### config.mk
export PLATFORM = sky130hd
export DESIGN_NAME = xbar_rr_sched
export DESIGN_NICKNAME = d
export VERILOG_FILES = /design/src/rtl/xbs_pkg.sv /design/src/rtl/xbs_rr_pick.sv /design/src/rtl/xbs_grant_stage.sv /design/src/rtl/xbs_accept_stage.sv /design/src/rtl/xbar_rr_sched.sv
export SDC_FILE = /design/constraint.sdc
export NUM_CORES = 1
export LEC_CHECK = 0
export BUFFER_PORTS_ARGS = -buffer_cell sky130_fd_sc_hd__buf_2
export CORE_ASPECT_RATIO = 0.75
export CORE_MARGIN = 2
export CORE_UTILIZATION = 63
export DETAILED_ROUTE_END_ITERATION = 16
export GPL_ROUTABILITY_DRIVEN = 0
export MAX_ROUTING_LAYER = met4
export PLACE_DENSITY = 0.8
export SKIP_CTS_REPAIR_TIMING = 1
export SLEW_MARGIN = 10
export SYNTH_ARGS = -nofsm -noshare
export SYNTH_HDL_FRONTEND = slang
export SYNTH_SLANG_ARGS = --single-unit
### constraint.sdc
create_clock -name clk -period 6.7 [get_ports clk]
set_clock_uncertainty 0.2 [all_clocks]
set_input_delay 1.34 -clock clk [delete_from_list [all_inputs] [get_ports clk]]
set_output_delay 1.34 -clock clk [all_outputs]
set_load 0.05 [all_outputs]
### src/rtl/xbs_pkg.sv
// Shared helpers for the crossbar matching scheduler.
// Assumes index values are below the port count passed in.
package xbs_pkg;

    // Advance a ring index by one, wrapping at n.
    function automatic int unsigned ring_next(input int unsigned v, input int unsigned n);
        return (v + 1 >= n) ? 0 : v + 1;
    endfunction

endpackage

### src/rtl/xbs_rr_pick.sv
// Rotating-priority picker: selects the first set request at or after
// the pointer, scanning upward with wrap-around.
// Assumes ptr < N. Purely combinational apart from its checks.
module xbs_rr_pick #(
    parameter int N = 4,
    localparam int IW = (N > 1) ? $clog2(N) : 1
) (
    input  logic          clk,
    input  logic          rst_n,
    input  logic [N-1:0]  req,
    input  logic [IW-1:0] ptr,
    output logic [N-1:0]  gnt,
    output logic [IW-1:0] idx,
    output logic          any
);

    int unsigned pos;

    // Scan from the pointer and take the first requester.
    always_comb begin
        gnt = '0;
        idx = '0;
        any = 1'b0;
        pos = 0;
        for (int k = 0; k < N; k++) begin
            pos = 32'(ptr) + 32'(k);
            if (pos >= 32'(N)) pos = pos - 32'(N);
            if (!any && req[IW'(pos)]) begin
                any          = 1'b1;
                gnt[IW'(pos)] = 1'b1;
                idx          = IW'(pos);
            end
        end
    end

    // at most one winner per pick.
    p_pick_onehot_r3: assert property (@(posedge clk) disable iff (!rst_n)
        $onehot0(gnt));
    // the winner is always a requester.
    p_pick_subset_r2: assert property (@(posedge clk) disable iff (!rst_n)
        (gnt & ~req) == '0);
    // any request yields a winner.
    p_pick_live_r4: assert property (@(posedge clk) disable iff (!rst_n)
        (|req) |-> any);

endmodule

### src/rtl/xbs_grant_stage.sv
// Grant phase: every output picks one free requesting input.
// Assumes req is indexed [input][output]. The result is indexed
// [output][input].
module xbs_grant_stage #(
    parameter int N = 4,
    localparam int IW = (N > 1) ? $clog2(N) : 1
) (
    input  logic                  clk,
    input  logic                  rst_n,
    input  logic [N-1:0][N-1:0]   req,
    input  logic [N-1:0]          in_free,
    input  logic [N-1:0]          out_free,
    input  logic [N-1:0][IW-1:0]  gptr,
    output logic [N-1:0][N-1:0]   gnt_by_out
);

    logic [N-1:0][N-1:0]  col_req;
    logic [N-1:0][IW-1:0] col_idx;
    logic [N-1:0]         col_any;

    for (genvar j = 0; j < N; j++) begin : g_out
        // Gather the requests aimed at output j from free inputs.
        always_comb begin
            for (int i = 0; i < N; i++)
                col_req[j][i] = req[i][j] & in_free[i] & out_free[j];
        end

        xbs_rr_pick #(.N(N)) u_pick (
            .clk (clk),
            .rst_n (rst_n),
            .req (col_req[j]),
            .ptr (gptr[j]),
            .gnt (gnt_by_out[j]),
            .idx (col_idx[j]),
            .any (col_any[j])
        );

        // a grant goes only to a free input from a free output.
        p_grant_free_r2: assert property (@(posedge clk) disable iff (!rst_n)
            col_any[j] |-> (in_free[col_idx[j]] && out_free[j] && req[col_idx[j]][j]));
    end

endmodule

### src/rtl/xbs_accept_stage.sv
// Accept phase: every input picks one of the grants it received.
// Assumes gnt_by_out is indexed [output][input].
module xbs_accept_stage #(
    parameter int N = 4,
    localparam int IW = (N > 1) ? $clog2(N) : 1
) (
    input  logic                  clk,
    input  logic                  rst_n,
    input  logic [N-1:0][N-1:0]   gnt_by_out,
    input  logic [N-1:0][IW-1:0]  aptr,
    output logic [N-1:0]          acc_valid,
    output logic [N-1:0][IW-1:0]  acc_idx
);

    logic [N-1:0][N-1:0] row_gnt;
    logic [N-1:0][N-1:0] row_acc;

    for (genvar i = 0; i < N; i++) begin : g_in
        // Transpose: grants that reached input i.
        always_comb begin
            for (int j = 0; j < N; j++)
                row_gnt[i][j] = gnt_by_out[j][i];
        end

        xbs_rr_pick #(.N(N)) u_pick (
            .clk (clk),
            .rst_n (rst_n),
            .req (row_gnt[i]),
            .ptr (aptr[i]),
            .gnt (row_acc[i]),
            .idx (acc_idx[i]),
            .any (acc_valid[i])
        );

        // an accepted output really granted this input.
        p_accept_granted_r4: assert property (@(posedge clk) disable iff (!rst_n)
            acc_valid[i] |-> (row_acc[i][acc_idx[i]] && gnt_by_out[acc_idx[i]][i]));
    end

endmodule

### src/rtl/xbar_rr_sched.sv
// Iterative round-robin crossbar matching scheduler.
// Captures an N x N request matrix on start_i and runs ITERS
// request-grant-accept rounds, one per clock. It then strobes done_o
// and holds the matching. Assumes N_PORTS >= 2 and ITERS >= 1.
// A start while busy restarts the timeslot.
module xbar_rr_sched #(
    parameter int N_PORTS = 4,
    parameter int ITERS   = 3,
    localparam int IDX_W  = $clog2(N_PORTS),
    localparam int CNT_W  = $clog2(ITERS + 1)
) (
    input  logic                         clk,
    input  logic                         rst_n,
    input  logic                         start_i,
    input  logic [N_PORTS*N_PORTS-1:0]   req_i,
    output logic [N_PORTS-1:0]           match_valid_o,
    output logic [N_PORTS*IDX_W-1:0]     match_port_o,
    output logic                         done_o
);
    import xbs_pkg::*;

    logic                              busy_q;
    logic [CNT_W-1:0]                  iter_q;
    logic                              done_q;
    logic [N_PORTS-1:0][N_PORTS-1:0]   req_q;
    logic [N_PORTS-1:0]                in_used_q;
    logic [N_PORTS-1:0]                out_used_q;
    logic [N_PORTS-1:0][IDX_W-1:0]     map_q;
    logic [N_PORTS-1:0][IDX_W-1:0]     gptr_q;
    logic [N_PORTS-1:0][IDX_W-1:0]     aptr_q;

    logic [N_PORTS-1:0][N_PORTS-1:0]   gnt_by_out;
    logic [N_PORTS-1:0]                acc_valid;
    logic [N_PORTS-1:0][IDX_W-1:0]     acc_idx;
    logic                              last_round;
    logic                              first_round;

    assign last_round  = busy_q && (iter_q == CNT_W'(ITERS - 1));
    assign first_round = busy_q && (iter_q == '0);

    xbs_grant_stage #(.N(N_PORTS)) u_grant (
        .clk        (clk),
        .rst_n      (rst_n),
        .req        (req_q),
        .in_free    (~in_used_q),
        .out_free   (~out_used_q),
        .gptr       (gptr_q),
        .gnt_by_out (gnt_by_out)
    );

    xbs_accept_stage #(.N(N_PORTS)) u_accept (
        .clk        (clk),
        .rst_n      (rst_n),
        .gnt_by_out (gnt_by_out),
        .aptr       (aptr_q),
        .acc_valid  (acc_valid),
        .acc_idx    (acc_idx)
    );

    // Sequencing: capture on start, count rounds, strobe done.
    always_ff @(posedge clk) begin
        if (!rst_n) begin
            busy_q <= 1'b0;
            iter_q <= '0;
            done_q <= 1'b0;
            req_q  <= '0;
        end else begin
            done_q <= 1'b0;
            if (start_i) begin
                busy_q <= 1'b1;
                iter_q <= '0;
                req_q  <= req_i;
            end else if (busy_q) begin
                iter_q <= iter_q + CNT_W'(1);
                if (last_round) begin
                    busy_q <= 1'b0;
                    done_q <= 1'b1;
                end
            end
        end
    end

    // Matching state: record accepted pairs, clear on start.
    always_ff @(posedge clk) begin
        if (!rst_n) begin
            in_used_q  <= '0;
            out_used_q <= '0;
            map_q      <= '0;
        end else if (start_i) begin
            in_used_q  <= '0;
            out_used_q <= '0;
            map_q      <= '0;
        end else if (busy_q) begin
            for (int i = 0; i < N_PORTS; i++) begin
                if (acc_valid[i]) begin
                    in_used_q[i]           <= 1'b1;
                    out_used_q[acc_idx[i]] <= 1'b1;
                    map_q[i]               <= acc_idx[i];
                end
            end
        end
    end

    // Pointer update: only for pairs accepted in the first round.
    always_ff @(posedge clk) begin
        if (!rst_n) begin
            gptr_q <= '0;
            aptr_q <= '0;
        end else if (!start_i && first_round) begin
            for (int i = 0; i < N_PORTS; i++) begin
                if (acc_valid[i]) begin
                    aptr_q[i]          <= IDX_W'(ring_next(32'(acc_idx[i]), N_PORTS));
                    gptr_q[acc_idx[i]] <= IDX_W'(ring_next(32'(i), N_PORTS));
                end
            end
        end
    end

    assign match_valid_o = in_used_q;
    assign match_port_o  = map_q;
    assign done_o        = done_q;

    // no two matched inputs share an output.
    for (genvar a = 0; a < N_PORTS; a++) begin : g_pa
        for (genvar b = a + 1; b < N_PORTS; b++) begin : g_pb
            p_one_to_one_r5: assert property (@(posedge clk) disable iff (!rst_n)
                (in_used_q[a] && in_used_q[b]) |-> (map_q[a] != map_q[b]));
        end
    end

    // done is a single-cycle strobe.
    p_done_strobe_r8: assert property (@(posedge clk) disable iff (!rst_n)
        done_q |=> !done_q);

    // results hold while idle and no start arrives.
    p_hold_idle_r9: assert property (@(posedge clk) disable iff (!rst_n)
        (!busy_q && !start_i) |=> ($stable(map_q) && $stable(in_used_q)));

    // pointers move only after a first-round cycle.
    p_ptr_frozen_r7: assert property (@(posedge clk) disable iff (!rst_n)
        (start_i || !first_round) |=> ($stable(gptr_q) && $stable(aptr_q)));

    // a matched input stays matched until the next start.
    p_keep_match_r6: assert property (@(posedge clk) disable iff (!rst_n)
        !start_i |=> ((in_used_q & $past(in_used_q)) == $past(in_used_q)));

endmodule

After elaboration in Yosys (flattened, before gate mapping)

Index checks and enable logic that the tools add are counted.

Output and inout bits: 13
Input port bits: 19
Bits in registers: 52

Bitwise gates (word level): 61
Eq/ne operators: 1
Reductions and logical operators: 83
Add/subtract/negate cells: 61
$lt $le $gt $ge: 92
Multiplexer cells: 235

Operator list:

| kind                                                 | count |
|---|---|
| 2-to-1 mux 4 bit                                     | 29 |
| 2-to-1 mux 2 bit                                     | 56 |
| < comparator 2 x 3 -> 1 bit (second input constant)  | 36 |
| >= comparator 3 bit (second input constant)          | 28 |
| 2-to-1 mux 1 bit                                     | 84 |
| 2-to-1 mux 8 bit                                     | 10 |
| OR 4 bit                                             | 18 |
| binary-select mux 1 bit (select 2 bit)               | 32 |
| subtractor 2 x 1 -> 2 bit (second input constant)    | 32 |
| adder 2 x 2 -> 3 bit (second input constant)         | 16 |
| logical AND 1 bit                                    | 47 |
| demux 1 bit (select 2 bit)                           | 20 |
| >= comparator 2 x 1 -> 1 bit (second input constant) | 20 |
| adder 2 x 1 -> 3 bit (second input constant)         | 12 |
| AND 1 bit                                            | 32 |
| zero test 1 bit                                      | 25 |
| >= comparator 2 x 3 -> 1 bit (second input constant) | 8 |
| demux 2 bit (select 2 bit)                           | 4 |
| NOT 4 bit                                            | 4 |
| AND reduction 2 bit                                  | 8 |
| AND 4 bit                                            | 2 |
| AND 8 bit                                            | 1 |
| NOT 8 bit                                            | 1 |
| OR 8 bit                                             | 1 |
| other kinds (6)                                      | 7 |

Longest topological paths before layout

Depth after elaboration: 48
Mapped depth: 15
Depth with buffers taken out: 14

Cells and area by module

A second synthesis with hierarchy kept.

Cells, all modules: 637
Area, all modules: 5,926.9 µm²

By module, submodules not included:

| module                                    | area each (µm²) | cells an instance | instances |
|---|---|---|---|
| xbs_rr_pick (u_accept.g_in[0].u_pick ...) | 421.7           | 45                | 7 |
| xbar_rr_sched                             | 2,456.1         | 261               | 1 |
| xbs_rr_pick (u_grant.g_out[0].u_pick)     | 419.2           | 45                | 1 |
| xbs_grant_stage                           | 100.1           | 16                | 1 |

Least setup slack after synthesis

OpenSTA, ideal clock, no wires.

Path type: reg-to-reg
Start: register in_used_q[0] (netlist: match_valid_o[0])
End: register gptr_q[5] in the netlist's numbering
Stages on the path, launching flop included: 14
Buffers on the path: 1
Data arrival time: 3.262 ns
Setup time: 0.122 ns
Period minus slack after synthesis: 3.584 ns
Path slack: 3.116 ns
Cells stage by stage: dfxtp_1 -> buf_6 -> nor4b_1 -> a31oi_2 -> mux2i_1 -> mux2_2 -> a221oi_2 -> nor3_1 -> or4_4 -> inv_1 -> ha_1 -> a22oi_1 -> o211ai_1 -> o21ai_1

RTL lines:

| what                              | RTL line             | RTL |
|---|---|---|
| from (decl)                       | xbar_rr_sched.sv:26  | `logic [N_PORTS-1:0] in_used_q;` |
| from (signal assigned)            | xbar_rr_sched.sv:86  | `in_used_q <= '0;` |
| from (signal assigned)            | xbar_rr_sched.sv:90  | `in_used_q <= '0;` |
| from (signal, indexed assignment) | xbar_rr_sched.sv:96  | `in_used_q[i] <= 1'b1;` |
| to (signal, indexed assignment)   | xbar_rr_sched.sv:113 | `gptr_q[acc_idx[i]] <= IDX_W'(ring_next(32'(i), N_PORTS));` |
| to (decl)                         | xbar_rr_sched.sv:29  | `logic [N_PORTS-1:0][IDX_W-1:0] gptr_q;` |

==> flow_summary.ini <==
[timing]
max_slew.worst_pin.slew_ps = 772
final_max_slew_viols = 0
post-route-min-period_ps = 4090
timing.final.hold_violations = 0
maxSlewHeadroom = 0.479
final.period_utilization = 0.610
fmax_ghz = 0.245
setup_total_negative_slack_ps = 0
rsz_0062_raised_after_global_routing = false
setup_viol = 0

[logic_synthesis]
yosys.area_share.xor_xnor = 0.00204
synth-compound-area-share = 0.229
yosys-top-cells-area = dfxtp_1, ha_1, mux2i_1, nor2_1, mux2_2
synthesis.nets = 556
yosysTopAreaCell = dfxtp_1
syn_area_sq_um = 4300
ys_seq_elements = 52
yosys.area_share.simple = 0.231
yosysUniqueCellTypes = 67
async_reset_ff_frac = 0
synth.area.mux_share = 0.126
yosys.cell_count.top_type = nor2_1
ys_top_cells_by_count = nor2_1, dfxtp_1, ha_1, inv_1, mux2i_1
yosys_most_used_dff = dfxtp_1
postSynthCellCount = 495
synthDominantCellAreaShare = 0.242
synth_top_family_by_area = simple AND/OR/NAND/NOR gates
synth-edff-count = 0
postSynthAreaPerCell_sq_um = 8.69
yosysWarnings = 0
synth_adder_area_share = 0.122
seq_area_frac_synth = 0.242

[placement]
buffer_ports.inserted = 31
hpwl_microns = 8540

[routing]
routedLengthMet1_microns = 5260
dr_total_vias = 3977
route.met2.wl_microns = 4890
drt_pre_antenna_iters = 5
drt_iter0_drc = 330
routed_met3_length_microns = 838
avg_wl_per_cell_microns = 18.4
dr.max_layer_used = met4
drt-total-wl_microns = 11100
drcViolationCount = 0
post_drt_via_cell_ratio = 6.60
route.antenna.remaining_nets = 0

[clocking]
worst_path_clk_slew_ps = 100
tritoncts = yes
h_tree_depth = 2
cts.root.buffer_cell = clkbuf_8
clk_latency_worst_skew_pair_ps = 310
total_cts_buffers = 5
max-clock-path-buffers = 2
cts_num_sinks = 52

[flow_run]
cap_violations = 0

[hold_path]
min_path_type = reg2reg

[setup_path]
required_ps = 6710
path_class = reg2reg
cp_max_fo = 11
cp_data_arrival_time_ps = 4100
end_kind = flip-flop
cp-start-kind = flip-flop

[die]
core_area_sq_um = 6700
dieHeight_microns = 75.6
dieWidth_microns = 99.4
die_outline_area_sq_um = 7510
io_pins = 32
floorplan.initialDensity = 0.642
placementRows = 26

[power_and_ir_drop]
ir_worst_vdd_mv = 0.140
static_leakage_nw = 1.90
switchingPower_w = 0.000331
comb_power_share = 0.377
sw_frac_of_total = 0.390
internal_power_w = 0.000519
clock_power_share = 0.210
power.density_cell_area_nw_per_um2 = 186
power.share.sequential = 0.413

[global_route]
grtUsageTotal = 0.309
grt_start_max_net_pins = 27
first_global_vias = 3617
grt_pass1_wl_microns = 17800
leftover_overflow_at_the_end_of_global_routing = 0
antenna_found_initial = 0

[final_layout]
layout-drive-gt1-share = 0.146
fin_util = 0.682
num_antenna_cells = 0
area_growth_syn_to_layout_pct = 6.16
nNetsFinal = 580

[status]
outcome = finished, final reports clean
[flip-flops by register name, summed over array words and instances (netlist names), named ones only]
name and cells:
busy_q 1, req_q 16, gptr_q 8, out_used_q 4, done_o 1, match_port_o 8
match_valid_o 4, aptr_q 7, iter_q 2
[per-layer routing]
| metal | GRT usage | up-vias |
|---|---|---|
| met3 | 0.0514 | 17 |
| li1 | - | 1885 |
| met4 | 0.0578 | 0 |
| met2 | 0.489 | 178 |
| met1 | 0.427 | 1897 |
| met5 | - | - |
[power groups by stage]
stage	Clock [W]	Combinational, W	Sequential, W
2_1_floorplan	0	0.000243	0.000352
3_3_place_gp	0	0.000301	0.000357
4_1_cts	0.000180	0.000310	0.000350
6_report	0.000178	0.000320	0.000351
3_5_place_dp	0	0.000309	0.000357
5_1_grt	0.000191	0.000350	0.000354
[kinds of logic (layout without fill, tap and decap cells)]
logic type	count (synthesis)	count (layout)
muxes	46	46
DFF	52	52
buffers and inverters	47	71
xor gates and xnor gates	1	1
and+or+nand+nor	168	168
AOI/OAI and AO/OA	139	139
adders and majority gates	42	42
[through the flow]
stage / hold WS [ps] / std cells / worst slack (ps) / power [W] / instance area, sq um
after floorplan: 262 / 495 / 3120 / 0.000595 / 4300
after global placement: 256 / 596 / 2780 / 0.000658 / 4490
after detailed placement: 263 / 596 / 2720 / 0.000666 / 4490
after CTS: 276 / 603 / 2700 / 0.000841 / 4570
after global routing: 300 / 603 / 2280 / 0.000894 / 4570
final: 280 / 603 / 2610 / 0.000850 / 4570
[area by class of cell]
cell class	instances	area [sq um]
multi-input combinational	396	3060
fill	550	2130
sequential	52	1040
timing repair buffer	32	163
inverter	32	120
tap	84	105
clock buffer	5	68.8
clock inverter	2	12.5
[critical path, cell delays in order (launching register included)]
cell      delay [ps]
dfxtp_1          460
nor4b_1          410
a31oi_1          140
mux2i_1          400
mux2_2           400
a221oi_1         510
nor3_1           120
or4_4            600
inv_1            100
ha_1             220
a22oi_1          120
o211ai_1         220
o21ai_1           80
[cell usage in the layout (no fill, tap or decap), types with 9 or more instances in the layout]
cell type | netlist | layout
nor2b_1 | 15 | 15
mux2_2 | 14 | 14
buf_2 | 4 | 31
nor2_1 | 54 | 54
a21oi_1 | 26 | 26
ha_1 | 42 | 42
a31oi_1 | 9 | 9
dfxtp_1 | 52 | 52
mux2i_1 | 27 | 27
o21ai_0 | 14 | 14
a22oi_1 | 9 | 9
nand2_1 | 18 | 18
o211ai_1 | 10 | 10
inv_1 | 30 | 30
[final timing paths]
kind / startpoint / to / slack [ps] / depth (start not counted)
min: match_port_o[7] / match_port_o[7] / 280 / 2
min reg2reg: match_port_o[7] / match_port_o[7] / 280 / 2
max: match_valid_o[0] / gptr_q[7] / 2610 / 12
max reg2reg: match_valid_o[0] / gptr_q[7] / 2610 / 12
Note: power is estimated with default switching activity, not from simulation.
